File: src/rtl/burst_pkg.sv
package burst_pkg;

  localparam int BEAT_W = 2;

  typedef enum logic {
    ORD_INTERLEAVE = 1'b0,
    ORD_LINEAR     = 1'b1
  } order_e;

  typedef enum logic [1:0] {
    ACT_HOLD  = 2'd0,
    ACT_LOAD  = 2'd1,
    ACT_DESEL = 2'd2,
    ACT_STEP  = 2'd3
  } action_e;

  function automatic logic [BEAT_W-1:0] beat_offset(
    input logic [BEAT_W-1:0] start,
    input logic [BEAT_W-1:0] beat,
    input order_e            ord
  );
    if (ord == ORD_LINEAR) beat_offset = start + beat;
    else                   beat_offset = start ^ beat;
  endfunction

endpackage

File: src/rtl/strobe_arb.sv
module strobe_arb
  import burst_pkg::*;
(
  input  logic    chip_en,
  input  logic    proc_strobe,
  input  logic    ctrl_strobe,
  input  logic    advance,
  input  logic    active,
  output action_e action
);

  always_comb begin
    if (proc_strobe) begin
      // processor strobe owns the cycle; without enable it is dropped
      action = chip_en ? ACT_LOAD : ACT_HOLD;
    end else if (ctrl_strobe) begin
      action = chip_en ? ACT_LOAD : ACT_DESEL;
    end else if (advance && active) begin
      action = ACT_STEP;
    end else begin
      action = ACT_HOLD;
    end
  end

endmodule

File: src/rtl/burst_seq.sv
module burst_seq
  import burst_pkg::*;
#(
  parameter int ADDR_W = 19
) (
  input  logic              clk,
  input  logic              rst,
  input  action_e           action,
  input  logic              order_linear,
  input  logic [ADDR_W-1:0] base_addr,
  output logic [ADDR_W-1:0] cur_addr,
  output logic              addr_valid
);

  localparam int HI_W = ADDR_W - BEAT_W;

  logic [HI_W-1:0]   upper_q;
  logic [BEAT_W-1:0] start_q;
  logic [BEAT_W-1:0] beat_q;
  logic [BEAT_W-1:0] low_q;
  order_e            ord_q;
  logic              valid_q;
  logic [BEAT_W-1:0] beat_nx;

  assign beat_nx = beat_q + 1'b1;

  always_ff @(posedge clk) begin
    if (rst) begin
      upper_q <= '0;
      start_q <= '0;
      beat_q  <= '0;
      low_q   <= '0;
      ord_q   <= ORD_INTERLEAVE;
      valid_q <= 1'b0;
    end else begin
      unique case (action)
        ACT_LOAD: begin
          upper_q <= base_addr[ADDR_W-1:BEAT_W];
          start_q <= base_addr[BEAT_W-1:0];
          low_q   <= base_addr[BEAT_W-1:0];
          beat_q  <= '0;
          ord_q   <= order_e'(order_linear);
          valid_q <= 1'b1;
        end
        ACT_STEP: begin
          beat_q <= beat_nx;
          low_q  <= beat_offset(start_q, beat_nx, ord_q);
        end
        ACT_DESEL: valid_q <= 1'b0;
        default: ;
      endcase
    end
  end

  assign cur_addr   = {upper_q, low_q};
  assign addr_valid = valid_q;

endmodule

File: src/rtl/burst_addr_gen.sv
module burst_addr_gen
  import burst_pkg::*;
#(
  parameter int ADDR_W = 19
) (
  input  logic              clk,
  input  logic              rst,
  input  logic              chip_en,
  input  logic              proc_strobe,
  input  logic              ctrl_strobe,
  input  logic              advance,
  input  logic              order_linear,
  input  logic [ADDR_W-1:0] base_addr,
  output logic [ADDR_W-1:0] cur_addr,
  output logic              addr_valid
);

  action_e action;

  strobe_arb u_arb (
    .chip_en     (chip_en),
    .proc_strobe (proc_strobe),
    .ctrl_strobe (ctrl_strobe),
    .advance     (advance),
    .active      (addr_valid),
    .action      (action)
  );

  burst_seq #(.ADDR_W(ADDR_W)) u_seq (
    .clk          (clk),
    .rst          (rst),
    .action       (action),
    .order_linear (order_linear),
    .base_addr    (base_addr),
    .cur_addr     (cur_addr),
    .addr_valid   (addr_valid)
  );

endmodule

File: config.mk
export PLATFORM = sky130hd
export DESIGN_NAME = burst_addr_gen
export DESIGN_NICKNAME = d
export VERILOG_FILES = /design/src/rtl/burst_pkg.sv /design/src/rtl/strobe_arb.sv /design/src/rtl/burst_seq.sv /design/src/rtl/burst_addr_gen.sv
export SDC_FILE = /design/constraint.sdc
export NUM_CORES = 1
export LEC_CHECK = 0
export ABC_AREA = 1
export CAP_MARGIN = 10
export CELL_PAD_IN_SITES_DETAIL_PLACEMENT = 0
export CELL_PAD_IN_SITES_GLOBAL_PLACEMENT = 1
export CORE_MARGIN = 2
export CORE_UTILIZATION = 25
export CTS_BUF_LIST = sky130_fd_sc_hd__clkbuf_2 sky130_fd_sc_hd__clkbuf_4 sky130_fd_sc_hd__clkbuf_8
export DETAILED_ROUTE_END_ITERATION = 8
export DONT_BUFFER_PORTS = 1
export HOLD_SLACK_MARGIN = 0.05
export PLACE_DENSITY = 0.47
export SLEW_MARGIN = 5
export SYNTH_ARGS = -nofsm -noshare
export SYNTH_HDL_FRONTEND = slang
export SYNTH_HIERARCHICAL = 1
export SYNTH_SLANG_ARGS = --single-unit
File: constraint.sdc
create_clock -name clk -period 1.75 [get_ports clk]
set_clock_uncertainty 0.1 [all_clocks]
set_input_delay 0.2625 -clock clk [delete_from_list [all_inputs] [get_ports clk]]
set_output_delay 0.2625 -clock clk [all_outputs]
set_load 0.05 [all_outputs]
==> metrics.md, run 1 <==
| Metric | Value |
|---|---|
| Status | `complete, no violations` |
| Final Util | `0.3434` |
| Yosys reg bits | `25` |
| Number of synthesized flops with an enable pin | `0` |
| Hold crit path type | `input port to register` |
| Final hold vios | `0` |
| Number of max-cap violations | `0` |
| Synth cell types | `18` |
| Startpoint Class | `register` |
| Synth async-reset ratio | `0` |
| H-tree depth | `1` |
| DPL Wire Length | `1810 um` |
| Setup crit end kind | `register` |
| First-pass GRT wire length | `4022 um` |
| DIE WIDTH | `68.57 um` |
| Final slew viol count | `0` |
| Dpl cells | `189` |
| Layout area overhead | `31.81%` |
| Core Footprint | `4000 um2` |
| Final net count | `194` |
| Worst-Margin Slew | `0.5319 ns` |
| Flop pwr share | `0.579` |
| Seq/Total Area, Yosys | `0.4802` |
| PD cells | `970.9 nW/um2` |
| Layout cells sized above 1 | `0.1043` |
| Clock transition at the registers of the reported paths | `0.09 ns` |
| Leakage Power | `0.6065 nW` |
| DR vias | `918` |
| WP data required | `1.82 ns` |
| Row cnt | `23` |
| Logic gate share of total power | `0.161` |
| Power share of the clock group | `0.260` |
| Placed cell areas | `1115 um2` |
| Met2 WL post-DR | `1189 um` |
| Synth top area cells | `dfxtp_1, nor2_1, o21ai_0` |
| Final non-filler cell area | `1374 um2` |
| Worst-path maximum fanout | `6` |
| Root Buffer | `clkbuf_8` |
| CTS tree | `yes` |
| RSZ-0062 raised after global routing | `no` |
| Hold Path Depth | `2` |
| Clk Latency, worst-skew pair | `0.26 ns` |
| Slew margin rel. | `0.6450` |
| Total length of routed wires | `2539 um` |
| Total CTS buffers | `3` |
| Vias in the first global route | `866` |
| Gr usage total | `0.1160` |
| Synth area leader | `dfxtp_1` |
| Top Metal Used | `met4` |
| Post-Syn Area per Cell | `7.498 um2` |
| Final ANT Viol Nets | `0` |
| Die area | `4701 um2` |
| NetSw | `0.4637 mW` |
| Post-Synthesis Cells | `139` |
| Drt via density | `4.310` |
| Worst reg2reg path depth | `8` |
| Setup violations, final | `0` |
| Initial antenna violation count | `0` |
| GPL Wtd Cong | `0.6727` |
| Crit Path Class | `register to register` |
| Top cell type's share of synthesized area | `0.4802` |
| GRT overflow | `0` |
| Most used DFF post-synth | `dfxtp_1` |
| Count leader, synth | `nor2_1` |
| Postcts setup bufs | `0` |
| CTS Buffer Depth | `2` |
| Cell Int Power | `0.8701 mW` |
| Switch share | `0.3477` |
| Highest Clock Rate | `0.6388 GHz` |
| WL/cell | `11.92 um` |
| Setup WS pre-CTS | `-0.02491 ns` |
| Met3 Wirelength | `202 um` |
| Layout Cells excl Fill | `213` |
| Sink Count | `25` |
| Final worst setup slack | `0.1845 ns` |
| Drc violations | `0` |
| Largest net degree at the start of global routing | `21` |
| Post-synth top cells | `nor2_1, dfxtp_1, nand2_1` |
| # IOs | `46` |
| Peak supply drop | `0.4489 mV` |
| Fin crit period | `1.565 ns` |
| DRT iter0 DRCs | `25` |
| Final period util | `0.8945` |
| Post-route met1 wirelength | `1129 um` |
| Drt pass-1 iters | `4` |
| I/O Buffers | `0` |
| Mapped cell area | `1042 um2` |
| N_diodes | `0` |
| Critical path arrival | `1.63 ns` |
| Die H | `68.57 um` |
| Initial Utilization | `0.2606` |
| Syn_nets | `169` |
| Yosys Warn Count | `6` |
[placed cells by master, fill, tap and decap left out, types with 3 or more instances in the layout]
master,count
nor2_1,41
inv_1,9
nand3_1,3
a21oi_1,5
dlygate4sd3_1,20
ha_1,3
o21ai_0,19
nand2_1,20
clkbuf_8,3
buf_4,6
dfxtp_1,24
[cell families (layout without fill, tap and decap cells)]
family	count (synthesis)	in the layout	share of synthesized area
AND/OR/NAND/NOR	68	68	0.2713
adder cells (fa/ha/maj)	4	4	0.04802
flip-flops	25	25	0.4802
buffers and inverters	16	40	0.07082
AO/OA/AOI/OAI	26	26	0.1297
[path summary, 6_finish.rpt]
check                                              startpoint                             to  slack, ns
worst max-delay path            u_seq/addr_valid$_SDFFE_PP0P_    u_seq/low_q[1]$_SDFFE_PP0P_       0.18
worst min register to register  u_seq/start_q[1]$_SDFFE_PP0N_  u_seq/start_q[1]$_SDFFE_PP0N_       0.39
worst min-delay path                             base_addr[1]  u_seq/start_q[1]$_SDFFE_PP0N_       0.09
worst max register to register  u_seq/addr_valid$_SDFFE_PP0P_    u_seq/low_q[1]$_SDFFE_PP0P_       0.18
[sequential cells by signal (all words and copies together) (netlist names)]
| name | count |
|---|---|
| u_seq/beat_q | 2 |
| u_seq/low_q | 2 |
| u_seq/upper_q | 17 |
| u_seq/addr_valid | 1 |
| u_seq/start_q | 2 |
| u_seq/ord_q | 1 |
[stage by stage]
| stage | hold WS (ns) | setup TNS [ns] | total power [mW] |
|---|---|---|---|
| 6_report | 0.08873 | 0 | 1.334 |
| 5_1_grt | 0.08579 | 0 | 1.412 |
| 4_1_cts | 0.08757 | 0 | 1.353 |
| 3_5_place_dp | 0.2345 | -0.1339 | 0.9605 |
| 3_3_place_gp | 0.2321 | 0 | 0.9590 |
| 2_1_floorplan | 0.2275 | 0 | 0.9155 |
[metal layers]
| layer | track usage | vias up |
|---|---|---|
| met2 | 0.1875 | 28 |
| met1 | 0.1479 | 403 |
| met4 | 0.02250 | 0 |
| li1 | - | 485 |
| met5 | 0 | - |
| met3 | 0.04383 | 2 |
[worst max-delay path, stage by stage (launching register included)]
cell and delay (ns):
dfxtp_2 0.34, nand2_1 0.05, inv_1 0.04, nand2_1 0.05, nand2_1 0.15, ha_1 0.36, nand3_1 0.15, a21oi_1 0.17
nor2_2 0.05
[power by group through the flow]
stage                     combinational, mW  clock [mW]  sequential [mW]
after CTS                             0.214       0.365            0.773
final                                 0.215       0.347            0.772
after global routing                  0.245       0.388            0.779
after global placement                0.172           0            0.787
after floorplan                       0.114           0            0.802
after detailed placement              0.174           0            0.786
[final cells by class]
| cell class | instances | area (um2) |
|---|---|---|
| clock buffer | 3 | 41.29 |
| clock inverter | 1 | 5.005 |
| multi-input combinational | 98 | 480.5 |
| inverter | 10 | 37.54 |
| tap | 50 | 62.56 |
| sequential | 25 | 501.7 |
| timing repair buffer | 26 | 245.2 |
| fill | 433 | 2626 |
[repair_timing]
item / CTS / global route
hold buffers: 20 / 0
setup endpoints to repair: 15 / 13
resized for setup: 1 / 1
pin swaps: 0 / 0
endpoints found under the hold margin: 23 / 0
Power figures use the tool's default switching activity.
==> inputs of run 2 (changes only) <==
Settings changed: RECOVER_POWER set to 50.
==> metrics.md, run 2 (synthesized netlist as in run 1, its figures left out) <==
| Metric | Value |
|---|---|
| Status | `complete, no violations` |
| NetSw | `0.4635 mW` |
| Largest Register | `u_seq/upper_q` |
| Logic gate share of total power | `0.158` |
| DR vias | `919` |
| N_diodes | `0` |
| Core Footprint | `4000 um2` |
| Largest net degree at the start of global routing | `21` |
| H-tree depth | `1` |
| Slew margin rel. | `0.5856` |
| Hold_sp | `base_addr[1]` |
| Gr usage total | `0.1160` |
| Final ANT Viol Nets | `0` |
| Leakage Power | `0.5944 nW` |
| Hold Path Depth | `2` |
| Hold crit path type | `input port to register` |
| Initial antenna violation count | `0` |
| Cell Int Power | `0.8641 mW` |
| Fin crit period | `1.563 ns` |
| WP data required | `1.82 ns` |
| Postcts setup bufs | `0` |
| Total CTS buffers | `3` |
| Most used cell, CP | `nand2_1` |
| Worst Path Buf+Inv | `1` |
| Sink Count | `25` |
| Final net count | `194` |
| Final hold vios | `0` |
| RSZ-0062 raised after global routing | `no` |
| Final non-filler cell area | `1363 um2` |
| Crit-path slowest cell | `ha_1` |
| Highest Clock Rate | `0.6397 GHz` |
| Worst-path maximum fanout | `6` |
| Max FFs per register | `17` |
| Setup violations, final | `0` |
| Switch share | `0.3491` |
| Worst reg2reg path depth | `8` |
| Clock transition at the registers of the reported paths | `0.09 ns` |
| Critical path arrival | `1.63 ns` |
| Hold endpoint | `u_seq/start_q[1]$_SDFFE_PP0N_` |
| Setup WS pre-CTS | `-0.02491 ns` |
| R2R setup slack | `0.19 ns` |
| Crit Path Class | `register to register` |
| Reg2reg end | `u_seq/low_q[1]$_SDFFE_PP0P_` |
| Number of max-cap violations | `0` |
| GRT overflow | `0` |
| Most common cell after layout, fill and taps aside | `nor2_1` |
| Row cnt | `23` |
| Die area | `4701 um2` |
| Peak supply drop | `0.4488 mV` |
| DIE WIDTH | `68.57 um` |
| Drt pass-1 iters | `4` |
| Final slew viol count | `0` |
| DPL Wire Length | `1810 um` |
| CTS Buffer Depth | `2` |
| Max incr delay on CP | `0.36 ns` |
| Worst-Margin Slew | `0.6216 ns` |
| Die H | `68.57 um` |
| Power share of the clock group | `0.261` |
| Setup TNS | `0 ns` |
| Root Buffer | `clkbuf_8` |
| Startpoint Class | `register` |
| Dpl cells | `189` |
| Placed cell areas | `1115 um2` |
| Top Family by Delay on Critical Path | `simple AND/OR/NAND/NOR gates` |
| Most frequent cells in the layout | `nor2_1, dfxtp_1, nand2_1, dlygate4sd3_1, o21ai_0` |
| Drt via density | `4.315` |
| PD cells | `974.4 nW/um2` |
| Final period util | `0.8932` |
| First-pass GRT wire length | `4022 um` |
| Final worst setup slack | `0.1868 ns` |
| CTS tree | `yes` |
| WL/cell | `11.91 um` |
| Initial Utilization | `0.2606` |
| I/O Buffers | `0` |
| Total length of routed wires | `2537 um` |
| Layout cells sized above 1 | `0.08589` |
| Flop pwr share | `0.581` |
| Overall Power | `1.328 mW` |
| Clk Latency, worst-skew pair | `0.26 ns` |
| DRT iter0 DRCs | `25` |
| Layout area overhead | `30.73%` |
| Layout Cells excl Fill | `213` |
| Reg2reg start | `u_seq/addr_valid$_SDFFE_PP0P_` |
| Setup crit end kind | `register` |
| # IOs | `46` |
| Drc violations | `0` |
| GPL Wtd Cong | `0.6727` |
| Vias in the first global route | `866` |
| Crit-path cells | `nand2_1 > inv_1 > nand2_1 > nand2_1 > ha_1 > nand3_1 > a21oi_1 > nor2_2` |
run 2: cell count changes in the layout (fill, tap and decap cells not counted):
| cell | change |
|---|---|
| clkbuf_1 | +3 |
| buf_4 | -3 |
run 2: final cells by class:
cell class	instances	area, um2
sequential	25	501.7
clock inverter	1	5.005
inverter	10	37.54
timing repair buffer	26	234.0
fill	433	2638
multi-input combinational	98	480.5
clock buffer	3	41.29
tap	50	62.56
run 2: worst max path at each step:
stage | depth (start not counted) | start | end | slack, ns
finish | 8 | u_seq/addr_valid$_SDFFE_PP0P_ | u_seq/low_q[1]$_SDFFE_PP0P_ | 0.19
CTS | 10 | u_seq/addr_valid$_SDFFE_PP0P_ | u_seq/upper_q[16]$_SDFFE_PP0N_ | 0.10
floorplan | 12 | u_seq/addr_valid$_SDFFE_PP0P_ | u_seq/low_q[0]$_SDFFE_PP0P_ | 0.10
global route | 10 | u_seq/addr_valid$_SDFFE_PP0P_ | u_seq/low_q[1]$_SDFFE_PP0P_ | 0.01
detailed placement | 13 | u_seq/addr_valid$_SDFFE_PP0P_ | u_seq/low_q[1]$_SDFFE_PP0P_ | -0.02
global placement | 13 | u_seq/addr_valid$_SDFFE_PP0P_ | u_seq/low_q[1]$_SDFFE_PP0P_ | 0.04
run 2: stage by stage:
step	utilization	hold WS, ns
after CTS	0.3409	0.08757
after detailed placement	0.2787	0.2345
after global placement	0.2787	0.2321
after floorplan	-	0.2275
after global routing	0.3406	0.08579
final	0.3406	0.08875
run 2: routing by layer:
metal / share of wire / vias up / global-route usage
li1: - / 486 / -
met1: 0.45 / 403 / 0.1479
met2: 0.47 / 28 / 0.1875
met3: 0.080 / 2 / 0.04383
met4: 0.0067 / 0 / 0.02250
met5: 0 / - / 0
run 2: power by group through the flow:
stage	registers (mW)	logic (mW)	clock network, mW
after CTS	0.773	0.214	0.365
final	0.772	0.209	0.347
after global placement	0.787	0.172	0
after detailed placement	0.786	0.174	0
after floorplan	0.802	0.114	0
after global routing	0.779	0.239	0.388
run 2: timing repair:
action / 4_1_cts / 5_1_grt
hold buffers: 20 / 0
cloned: 0 / 0
resized for setup: 1 / 1
hold endpoints to repair: 23 / 0
endpoints found under the setup margin: 15 / 13
